==> config.mk <==
export PLATFORM = sky130hd
export DESIGN_NAME = pwrdn_ctl_reg
export DESIGN_NICKNAME = d
export VERILOG_FILES = /design/src/rtl/pwrdn_pkg.sv /design/src/rtl/pwrdn_regfile.sv /design/src/rtl/pwrdn_seq.sv /design/src/rtl/pwrdn_osc_gate.sv /design/src/rtl/pwrdn_ctl_reg.sv
export SDC_FILE = /design/constraint.sdc
export NUM_CORES = 1
export LEC_CHECK = 0
export ABC_AREA = 1
export BUFFER_PORTS_ARGS = -buffer_cell sky130_fd_sc_hd__buf_2
export CORE_UTILIZATION = 36
export CTS_CLUSTER_SIZE = 8
export DETAILED_ROUTE_END_ITERATION = 12
export PLACE_DENSITY = 0.79
export SYNTH_ARGS = -nofsm -noshare
export SYNTH_HDL_FRONTEND = slang
export SYNTH_SLANG_ARGS = --single-unit
==> constraint.sdc <==
create_clock -name clk -period 1.25 [get_ports clk]
set_input_delay 0.1875 -clock clk [delete_from_list [all_inputs] [get_ports clk]]
set_output_delay 0.1875 -clock clk [all_outputs]
set_load 0.01 [all_outputs]
==> src/rtl/pwrdn_pkg.sv <==
package pwrdn_pkg;

  // Stored fields; [15:8] map to register bits 31:24, [7:0] to bits 7:0.
  typedef struct packed {
    logic       fx_mode;
    logic [2:0] fx_gain;
    logic       sx_mode;
    logic [2:0] sx_gain;
    logic       pd_en;
    logic       wk_flag;
    logic       wk_ie;
    logic       wk_dly;
    logic       srcl_en;
    logic       frc_en;
    logic       sx_en;
    logic       fx_en;
  } pdc_fields_t;

  localparam int          STORE_W    = 16;
  localparam int          REG_W      = 32;
  localparam int          BIT_PDEN   = 7;
  localparam int          BIT_FLAG   = 6;
  localparam int          FREE_MSB   = 5;
  localparam logic [15:0] PDC_RESET  = 16'hB910;

  typedef enum logic [1:0] {
    ST_ACTIVE = 2'd0,
    ST_ARMED  = 2'd1,
    ST_PD     = 2'd2
  } pd_state_t;

endpackage

==> src/rtl/pwrdn_regfile.sv <==
module pwrdn_regfile
  import pwrdn_pkg::*;
(
  input  logic        clk,
  input  logic        rst_n,
  input  logic        wr_hi,
  input  logic        wr_lo,
  input  logic [7:0]  wd_hi,
  input  logic [7:0]  wd_lo,
  input  logic        unlocked,
  input  logic        wake_hit,
  output pdc_fields_t fields
);

  logic [STORE_W-1:0] cur_q, nxt_v;

  always_comb begin
    nxt_v = cur_q;
    // lane 3: all protected
    if (wr_hi && unlocked)
      nxt_v[15:8] = wd_hi;
    if (wr_lo) begin
      nxt_v[FREE_MSB:0] = wd_lo[FREE_MSB:0];
      if (unlocked)
        nxt_v[BIT_PDEN] = wd_lo[BIT_PDEN];
      if (wd_lo[BIT_FLAG])
        nxt_v[BIT_FLAG] = 1'b0;
    end
    // hardware wake update wins over a same-cycle write
    if (wake_hit) begin
      nxt_v[BIT_PDEN] = 1'b0;
      nxt_v[BIT_FLAG] = 1'b1;
    end
  end

  always_ff @(posedge clk or negedge rst_n) begin
    if (!rst_n) cur_q <= PDC_RESET;
    else        cur_q <= nxt_v;
  end

  assign fields = pdc_fields_t'(cur_q);

  assert_lock_hold_R3: assert property (@(posedge clk) disable iff (!rst_n)
    !unlocked |=> $stable(cur_q[15:8]));

  assert_wake_autoclear_R6: assert property (@(posedge clk) disable iff (!rst_n)
    wake_hit |=> (!fields.pd_en && fields.wk_flag));

endmodule

==> src/rtl/pwrdn_seq.sv <==
module pwrdn_seq
  import pwrdn_pkg::*;
(
  input  logic clk,
  input  logic rst_n,
  input  logic pd_en,
  input  logic cpu_sleep,
  input  logic wake_evt,
  output logic pd_active,
  output logic wake_hit
);

  pd_state_t st_q, st_d;

  always_comb begin
    st_d = st_q;
    unique case (st_q)
      ST_ACTIVE: begin
        if (pd_en && cpu_sleep) st_d = ST_PD;
        else if (pd_en)         st_d = ST_ARMED;
      end
      ST_ARMED: begin
        if (!pd_en)         st_d = ST_ACTIVE;
        else if (cpu_sleep) st_d = ST_PD;
      end
      ST_PD: begin
        if (wake_evt) st_d = ST_ACTIVE;
      end
      default: st_d = ST_ACTIVE;
    endcase
  end

  always_ff @(posedge clk or negedge rst_n) begin
    if (!rst_n) st_q <= ST_ACTIVE;
    else        st_q <= st_d;
  end

  assign pd_active = (st_q == ST_PD);
  assign wake_hit  = pd_active && wake_evt;

  assert_entry_needs_sleep_R5: assert property (@(posedge clk) disable iff (!rst_n)
    (!pd_active && !(pd_en && cpu_sleep)) |=> !pd_active);

  assert_wake_one_clock_R11: assert property (@(posedge clk) disable iff (!rst_n)
    (pd_active && wake_evt) |=> !pd_active);

endmodule

==> src/rtl/pwrdn_osc_gate.sv <==
module pwrdn_osc_gate #(
  parameter int READY_DLY = 16
) (
  input  logic clk,
  input  logic rst_n,
  input  logic pd_active,
  input  logic wake_hit,
  input  logic wk_dly,
  input  logic fx_bit,
  input  logic frc_bit,
  input  logic sx_bit,
  input  logic srcl_bit,
  output logic fast_xtal_en,
  output logic fast_rc_en,
  output logic slow_xtal_en,
  output logic slow_rc_en,
  output logic clk_ready
);

  assign fast_xtal_en = fx_bit  && !pd_active;
  assign fast_rc_en   = frc_bit && !pd_active;
  assign slow_xtal_en = sx_bit;
  assign slow_rc_en   = srcl_bit;

  generate
    if (READY_DLY == 0) begin : g_nodly
      assign clk_ready = !pd_active;
    end else begin : g_dly
      localparam int CNT_W = $clog2(READY_DLY + 1);
      logic [CNT_W-1:0] cnt_q;

      always_ff @(posedge clk or negedge rst_n) begin
        if (!rst_n)
          cnt_q <= '0;
        else if (wake_hit)
          cnt_q <= wk_dly ? CNT_W'(READY_DLY) : '0;
        else if (cnt_q != '0)
          cnt_q <= cnt_q - 1'b1;
      end

      assign clk_ready = !pd_active && (cnt_q == '0);

      assert_ready_held_R12: assert property (@(posedge clk) disable iff (!rst_n)
        (wake_hit && wk_dly) |=> !clk_ready);
    end
  endgenerate

endmodule

==> src/rtl/pwrdn_ctl_reg.sv <==
module pwrdn_ctl_reg
  import pwrdn_pkg::*;
#(
  parameter int              ADDR_W    = 12,
  parameter logic [ADDR_W-1:0] REG_ADDR = '0,
  parameter int              READY_DLY = 16
) (
  input  logic              clk,
  input  logic              rst_n,
  input  logic [ADDR_W-1:0] bus_addr,
  input  logic              bus_we,
  input  logic [31:0]       bus_wdata,
  input  logic [3:0]        bus_be,
  output logic [31:0]       bus_rdata,
  input  logic              unlocked,
  input  logic              cpu_sleep,
  input  logic              wake_evt,
  output logic              pd_req,
  output logic              fast_xtal_en,
  output logic              fast_rc_en,
  output logic              slow_xtal_en,
  output logic              slow_rc_en,
  output logic              fast_xtal_mode,
  output logic [2:0]        fast_xtal_gain,
  output logic              slow_xtal_mode,
  output logic [2:0]        slow_xtal_gain,
  output logic              wake_irq,
  output logic              clk_ready
);

  localparam int RSV_W = REG_W - STORE_W;

  pdc_fields_t fields;
  logic        hit, wake_hit, pd_active;

  assign hit = bus_we && (bus_addr == REG_ADDR);

  pwrdn_regfile u_regs (
    .clk      (clk),
    .rst_n    (rst_n),
    .wr_hi    (hit && bus_be[3]),
    .wr_lo    (hit && bus_be[0]),
    .wd_hi    (bus_wdata[31:24]),
    .wd_lo    (bus_wdata[7:0]),
    .unlocked (unlocked),
    .wake_hit (wake_hit),
    .fields   (fields)
  );

  pwrdn_seq u_seq (
    .clk       (clk),
    .rst_n     (rst_n),
    .pd_en     (fields.pd_en),
    .cpu_sleep (cpu_sleep),
    .wake_evt  (wake_evt),
    .pd_active (pd_active),
    .wake_hit  (wake_hit)
  );

  pwrdn_osc_gate #(.READY_DLY(READY_DLY)) u_gate (
    .clk          (clk),
    .rst_n        (rst_n),
    .pd_active    (pd_active),
    .wake_hit     (wake_hit),
    .wk_dly       (fields.wk_dly),
    .fx_bit       (fields.fx_en),
    .frc_bit      (fields.frc_en),
    .sx_bit       (fields.sx_en),
    .srcl_bit     (fields.srcl_en),
    .fast_xtal_en (fast_xtal_en),
    .fast_rc_en   (fast_rc_en),
    .slow_xtal_en (slow_xtal_en),
    .slow_rc_en   (slow_rc_en),
    .clk_ready    (clk_ready)
  );

  assign bus_rdata      = {fields[15:8], {RSV_W{1'b0}}, fields[7:0]};
  assign pd_req         = pd_active;
  assign fast_xtal_mode = fields.fx_mode;
  assign fast_xtal_gain = fields.fx_gain;
  assign slow_xtal_mode = fields.sx_mode;
  assign slow_xtal_gain = fields.sx_gain;
  assign wake_irq       = fields.wk_flag && fields.wk_ie;

endmodule

=== After elaboration in Yosys (flattened, before gate mapping) ===
Cells that the tools add are included.

* Output and inout bits: 47
* Bits in registers: 23

* Reductions and logical operators: 22
* Add/sub/neg operators: 1
* Multiplexer cells: 13
* Equality and inequality tests: 5

{| class="wikitable"
|+ Operators with widths
! operator !! number
|-
| $mux W5 || 3
|-
| $logic_not A12 Y1 || 1
|-
| $mux W2 || 6
|-
| $logic_and A1 B1 Y1 || 10
|-
| $mux W8 || 1
|-
| $reduce_bool A2 Y1 || 4
|-
| $pmux W2 S3 || 1
|-
| $logic_not A5 Y1 || 1
|-
| $reduce_bool A5 Y1 || 1
|-
| $sub A5 B1 Y5 const B || 1
|-
| $reduce_and A2 Y1 || 2
|-
| $ne A3 B2 Y1 const B || 1
|-
| $ne A3 B3 Y1 const B || 1
|-
| $reduce_and A3 Y1 || 1
|-
| $eq A2 B1 Y1 const B || 1
|-
| $eq A2 B2 Y1 const B || 1
|-
| $logic_not A2 Y1 || 1
|-
| $mux W1 || 2
|-
| $ne A2 B2 Y1 const B || 1
|-
| $logic_not A1 Y1 || 1
|}

=== Longest topological paths before layout ===
Gate-level depths: netlist of the first run.

* Word-level depth: 5
* Gate-level depth with buffers: 7
* Depth with buffers taken out: 7

=== Cells and area by module ===
A second synthesis of the first run with hierarchy kept.

* Cell total of the unflattened synthesis: 172
* Area, all modules: 1312.5 sq um

{| class="wikitable"
|+ Modules (own cells, without submodules)
! module !! area an instance (sq um) !! cells an instance !! instances
|-
| pwrdn_regfile || 646.9 || 72 || 1
|-
| pwrdn_osc_gate || 299.0 || 41 || 1
|-
| pwrdn_ctl_reg || 261.5 || 44 || 1
|-
| pwrdn_seq || 105.1 || 15 || 1
|}

=== Least setup slack after synthesis of the first run ===
No wires, ideal clock.

* Kind: register -> output
* Start point: register u_gate.g_dly.cnt_q[0]
* End point: output port clk_ready
* Stages on the path, launching flop included: 6
* Slack: -0.028 ns
* Arrival time: 1.090 ns
* Data required time: 1.062 ns
* Cells stage by stage: dfrtp_1 > inv_1 > ha_1 > nand2_1 > or2_1 > nor2_1

* Longest elaborated chain between the ends: 2

{| class="wikitable"
|+ RTL lines
! element !! RTL line !! text
|-
| start, declared || pwrdn_osc_gate.sv:30 || <nowiki>logic [CNT_W-1:0] cnt_q;</nowiki>
|-
| start signal, assigned || pwrdn_osc_gate.sv:36 || <nowiki>cnt_q <= wk_dly ? CNT_W'(READY_DLY) : '0;</nowiki>
|-
| start signal, assigned || pwrdn_osc_gate.sv:38 || <nowiki>cnt_q <= cnt_q - 1'b1;</nowiki>
|-
| $logic_not A5 Y1 || pwrdn_osc_gate.sv:41 || <nowiki>assign clk_ready = !pd_active && (cnt_q == '0);</nowiki>
|-
| $logic_and A1 B1 Y1 || pwrdn_osc_gate.sv:41 ||
|-
| end, declared || pwrdn_ctl_reg.sv:28 || <nowiki>output logic clk_ready</nowiki>
|}

No other way between the ends.

=== Final worst setup path of the first run ===
* Start point: register u_gate.g_dly.cnt_q[1]
* End point: output port clk_ready

Same word-level chain as after synthesis.

==> reports/results.ini, run 1 <==
[sta]
fmax_ghz = 0.661
fin_hold_ws_ns = 0.129
period_share_pct = 121
hold_viol = 0
tightest_slew_ns = 0.501
rsz0062_at_grt = yes
period_needed_ns = 1.51
setup_viol = 7
finClkSkew_ns = 0.00186
maxSlewViolCount = 0
relSlewSlack_pct = 66.6
setup_slack_ns = -0.264

[logic_synthesis]
synthSimpleGateAreaFrac_pct = 19.4
synth_edf_count = 0
synth_mux_area_share_pct = 0
synth_xor_area_share_pct = 0.633
yosysTopAreaCellShare_pct = 30.7
synth.area.top_cells = dfrtp_1, buf_4, dfstp_2, o21ai_2, nand2_1
async_reset_ff_share_pct = 100
synth_seq_cells = 23
synth_fa_ha_area_share_pct = 0.904
synth_compound_area_share_pct = 11.7
synth_cells = 160
synth_top_family_by_area = buffers and inverters
synth-warning-count = 0
syn_area_sq_mm = 0.00138
yosysTopAreaCell = dfrtp_1
ys_top_cells_by_count = buf_4, nand2_1, inv_1
ys_seq_area_share_pct = 42.1
synth_cell_types = 25
avgSynthCellArea_sq_um = 8.65
synth_flop_cell = dfrtp_1

[route]
totalWireLength_um = 2470
viasPerCell = 4.06
drt_iter0_markers = 59
antenna_left = 0
wl_per_cell_um = 8.93
vias = 1126
drt_first_pass_iters = 4
drc = 0

[power]
power_frac_seq_pct = 39.3
sw_frac_of_total_pct = 31.9
p_int_uw = 1580
leakagePower_uw = 0.00106
clockPowerShare_pct = 18.8
power_density_mw_per_mm2 = 1280
power.total_uw = 2330
ir_worst_vdd_mv = 0.644
combPwrFrac_pct = 41.9
switching_power_uw = 741

[placement]
placed_cells = 266
io_buffers = 66
post_dp_cell_area_sq_mm = 0.00167
gp_congestion = 0.778
dpl.hpwl_um = 1970

[global_route]
grt_pass1_wl_um = 4110
antenna_found_initial = 0
grt_use_met1_pct = 13.4
grt_max_degree = 24
grt_overflow = 0
grt_pass1_vias = 1035
grt.busiest_layer = met2
use_met2_pct = 23.7
grt_usage_pct = 12.9
use_met3_pct = 4.46

[worst_setup_path]
cp-start-kind = register
max_stage_delay_ns = 0.39
crit_chain = inv_2, ha_4, nand2_2, or2_4, nor2_2, buf_2
arrival_ns = 1.33
critPathMaxFanout = 2
crit_type = register to primary output
end_kind = primary output
cp_slowest_cell = dfrtp_1
critPathRequiredTime_ns = 1.06
path_buf_inv = 2
critPathTopFamily = flip-flops

[cells_and_area]
final_area_sq_mm = 0.00182
nets = 285
layoutNonFillerInstCount = 277
fillers = 363
num_antenna_cells = 0
drive_above_1_share_pct = 54.1
area_growth_pct = 31.2

[status]
violations = setup timing
status = finished, violations left

[clock_tree]
htreeDepth = 1
cts.sinks = 23
root_buffer = clkbuf_8
cts_tree = yes
clk_path_buf_depth = 2
cts_buffers = 3
clk_latency_ns = 0.25
clk_pin_slew_worst_paths_ns = 0.08

[die]
fp.dieW_um = 64
initial_core_util_pct = 37.8
ios = 101
die_h_um = 64
coreArea_sq_mm = 0.00366
rows = 22
die_area_sq_mm = 0.00410

[worst_hold_path]
min_path_type = input pin to register

[run]
cap_violations = 0

-- cell families after synthesis --
logic type | count (synthesis)
fa+ha+maj | 1
simple gates | 56
xor+xnor | 1
flops | 23
other cells | 1
buf+inv | 58
compound gates | 20
-- registers in the layout, indices dropped and copies added (netlist names) --
name / cells
u_regs.fields: 16
u_gate.g_dly.cnt_q: 5
u_seq.st_q: 2
-- worst register-to-register path, stage by stage, from the launching register on --
cell	delay (ns)
dfrtp_1	0.39
inv_2	0.08
ha_4	0.14
nand2_2	0.05
or2_4	0.23
buf_4	0.13
buf_6	0.12
nor2_4	0.08
nand2_1	0.06
o21ai_1	0.08
-- power groups by stage --
stage | clock, uW | combinational (uW) | sequential (uW)
floorplan | 0 | 425 | 923
finish | 438 | 973 | 914
detailed placement | 0 | 676 | 919
CTS | 468 | 842 | 913
global route | 505 | 1100 | 926
global placement | 0 | 657 | 915
-- cells in the final DEF (no fill, tap or decap), drive strengths merged --
master	instances
dfstp	6
xor2	1
ha	1
buf	81
dlygate4sd3	1
o2111a	1
or2	2
dfrtp	17
a21oi	1
o21ai	17
nand3	3
nor2	17
nand2	32
o31ai	1
conb	16
nand4	2
clkinv	1
inv	26
clkbuf	3
-- per-stage QoR --
| stage | setup slack, ns | util [%] | TNS, ns |
|---|---|---|---|
| 6_report | -0.264 | 49.6 | -0.824 |
| 5_1_grt | -0.336 | 49.6 | -1.37 |
| 3_5_place_dp | -0.0891 | 45.5 | -0.233 |
| 4_1_cts | -0.284 | 48.6 | -0.555 |
| 3_3_place_gp | -0.0761 | 45.5 | -0.154 |
| 2_1_floorplan | 0.00727 | - | 0 |
-- cell type report --
cell class	instances	area, sq um	share of cell area, %
clock buffer	3	41.3	2.27
clock inverter	1	5.00	0.276
inverter	26	97.6	5.38
multi-input combinational	94	556	30.6
sequential	23	583	32.1
tap	48	60.1	3.31
timing repair buffer	82	473	26.1
-- routing by layer --
layer / share of wire [%] / wire (um)
met1: 39 / 970
met2: 52 / 1280
met3: 7.2 / 178
met4: 1.7 / 41
met5: 0 / 0
-- worst paths after layout --
kind / slack, ns / endpoint / startpoint / cells after the start
hold / removal: 0.13 / u_regs.fields[11]$_DFFE_PN1P_ / bus_wdata[27] / 3
hold reg to reg: 0.48 / u_regs.fields[15]$_DFFE_PN1P_ / u_regs.fields[15]$_DFFE_PN1P_ / 2
min in group asynchronous: 0.42 / u_regs.fields[2]$_DFFE_PN0P_ / rst_n / 2
setup / recovery: -0.26 / clk_ready / u_gate.g_dly.cnt_q[1]$_DFFE_PN0P_ / 6
setup reg to reg: -0.18 / u_gate.g_dly.cnt_q[0]$_DFFE_PN0P_ / u_gate.g_dly.cnt_q[1]$_DFFE_PN0P_ / 9
max in group asynchronous: 0.46 / u_regs.fields[11]$_DFFE_PN1P_ / rst_n / 2
-- timing repair --
item,in CTS,in global routing
pin swaps,2,2
setup buffers,3,3
hold buffers,1,0
resized for setup,11,4
endpoints found under the setup margin,6,8
endpoints found under the hold margin,17,0
Power figures use the tool's default switching activity.
==> run 2, diff against run 1 <==
ABC_AREA = not set   (was 1)
CORE_UTILIZATION = 35   (was 36)
==> reports/results.ini, run 2 <==
[logic_synthesis]
synth_seq_cells = 23  ; unchanged
synth_cell_types = 31  ; +24%
yosysTopAreaCellShare_pct = 32.9  ; +2.2 points
yosysTopAreaCell = dfrtp_1
synth.area.top_cells = dfrtp_1, buf_4, dfstp_2, mux2_2, nor4b_4
async_reset_ff_share_pct = 100  ; unchanged
avgSynthCellArea_sq_um = 11.4  ; +32%
syn_area_sq_mm = 0.00129  ; -6.6%
synth_edf_count = 0  ; unchanged
synth_flop_cell = dfrtp_1
ys_top_cells_by_count = buf_4, dfrtp_1, mux2_2
synth_cells = 113  ; -29%
synth-warning-count = 0  ; unchanged
ys_seq_area_share_pct = 45.1  ; +3.0 points
yosysMostFrequentCell = buf_4

[clock_tree]
root_buffer = clkbuf_8
clk_path_buf_depth = 2  ; unchanged
htreeDepth = 1  ; unchanged
cts.sinks = 23  ; unchanged
clk_latency_ns = 0.26  ; about the same
clk_pin_slew_worst_paths_ns = 0.08  ; about the same
cts_tree = yes
cts_buffers = 3  ; unchanged

[worst_hold_path]
min_path_type = input pin to register
min_from = cpu_sleep

[power]
ir_worst_vdd_mv = 0.428  ; -33%
power_density_mw_per_mm2 = 1120  ; -12%
leakagePower_uw = 0.00102  ; -4.0%

[die]
fp.dieW_um = 62.8  ; -1.9%
rows = 21  ; -4.5%
die_area_sq_mm = 0.00394  ; -3.8%
coreArea_sq_mm = 0.00344  ; -6.0%
die_h_um = 62.8  ; -1.9%
initial_core_util_pct = 37.5  ; -0.25 points
ios = 101  ; unchanged

[route]
wl_per_cell_um = 11.2  ; +25%
totalWireLength_um = 2560  ; +3.3%
antenna_left = 0  ; unchanged
drt_first_pass_iters = 3  ; -1
drt_iter0_markers = 14  ; -76%
vias = 992  ; -12%
viasPerCell = 4.33  ; +6.6%
drc = 0  ; unchanged

[sta]
rsz0062_at_grt = yes
setup_slack_ns = -0.497  ; -0.233 ns
tightest_slew_ns = 0.510  ; +0.00848 ns
relSlewSlack_pct = 66.0  ; -0.57 points
fmax_ghz = 0.572  ; -13%
fin_hold_ws_ns = 0.0901  ; -0.0388 ns
hold_viol = 0  ; unchanged
period_share_pct = 140  ; +19 points
finClkSkew_ns = 0.00190  ; +0.0000406 ns
maxSlewViolCount = 0  ; unchanged
setup_viol = 23  ; +16
period_needed_ns = 1.75  ; +0.233 ns

[global_route]
antenna_found_initial = 0  ; unchanged
grt_pass1_vias = 899  ; -13%
grt_max_degree = 24  ; unchanged
grt_overflow = 0  ; unchanged
grt_usage_pct = 13.4  ; +0.48 points
grt_pass1_wl_um = 4080  ; -0.68%

[cells_and_area]
num_antenna_cells = 0  ; unchanged
nets = 239  ; -16%
area_growth_pct = 45.2
final_core_utilization_pct = 54.5  ; +4.9 points
final_cell_mix = buf_2, dfrtp_1, conb_1, mux2_4
largest_reg_flops = 16  ; unchanged
mostFrequentLayoutCell = buf_2
drive_above_1_share_pct = 66.7  ; +13 points
layoutNonFillerInstCount = 229  ; -17%

[run]
cap_violations = 0  ; unchanged

[worst_setup_path]
crit_type = register to primary output
crit_start = u_gate.g_dly.cnt_q[0]$_DFFE_PN0P_
critPathMaxFanout = 2  ; unchanged
cp-start-kind = register
arrival_ns = 1.56  ; +0.23 ns
end_kind = primary output
r2r-start = u_gate.g_dly.cnt_q[0]$_DFFE_PN0P_
critPathRequiredTime_ns = 1.06  ; about the same

[placement]
dp_slack_ns = -0.559  ; -0.470 ns
io_buffers = 66  ; unchanged
gp_congestion = 0.699  ; -10%
placed_cells = 218  ; -18%
dpl.hpwl_um = 1880  ; -4.5%

[status]
violations = setup timing
status = finished, violations left

==> run 2: critical path, stage by stage, from the launching register on <==
cell     delay (ns)
dfrtp_1        0.38
inv_1          0.06
ha_2           0.17
or4b_4         0.49
nor2_4         0.10
buf_6          0.10
==> run 2: timing repair <==
action,CTS,global route
setup buffers,4,3
resized for setup,28,7
hold buffers,1,0
pin swaps,6,3
cloned,0,0
hold endpoints to repair,17,0
endpoints found under the setup margin,24,24
==> run 2: final timing paths <==
check	endpoint	slack (ns)	cells after the start
worst max-delay path	clk_ready	-0.50	5
worst max register to register	u_gate.g_dly.cnt_q[0]$_DFFE_PN0P_	-0.44	7
worst min-delay path	u_seq.st_q[0]$_DFFE_PN0P_	0.09	2
max in group asynchronous	u_regs.fields[15]$_DFFE_PN1P_	0.46	2
worst min register to register	u_regs.fields[10]$_DFFE_PN0P_	0.54	1
min in group asynchronous	u_gate.g_dly.cnt_q[2]$_DFFE_PN0P_	0.43	2
==> run 2: metrics by stage <==
step	setup TNS, ns	power, uW	instance area [sq um]
5_1_grt	-6.18	2260	1880
6_report	-5.17	2110	1880
2_1_floorplan	-7.82	1280	1380
3_5_place_dp	-9.14	1470	1600
3_3_place_gp	-8.94	1450	1600
4_1_cts	-4.93	2030	1820
==> run 2: area by class of cell <==
cell class	count	area (sq um)
clock buffer	4	45.0
sequential	23	583
inverter	3	13.8
multi-input combinational	70	646
tap	46	57.6
fill	299	1570
timing repair buffer	83	532
==> run 2: cells by family (layout without fill, tap and decap cells) <==
kind of cell	count (synthesis)	after routing	share of synthesized area, %
DFF	23	23	45.1
AOI/OAI and AO/OA	8	8	3.97
other	1	16	0.290
and+or+nand+nor	29	29	17.1
xor gates and xnor gates	1	1	0.678
adders and majority gates	1	1	0.968
muxes	15	15	13.0
buffers and inverters	35	90	18.9
==> run 2: where the power goes <==
group	internal (uW)	switching [uW]
registers	819	37.5
logic	467	330
clock network	227	229
==> run 2: layer usage <==
| metal | vias to the layer above | share of wire, % | GRT usage, % |
|---|---|---|---|
| li1 | 485 | - | - |
| met3 | 2 | 7.4 | 2.92 |
| met4 | 0 | 0.67 | 4.36 |
| met2 | 55 | 47 | 21.5 |
| met1 | 450 | 45 | 17.8 |
| met5 | - | 0 | 0 |
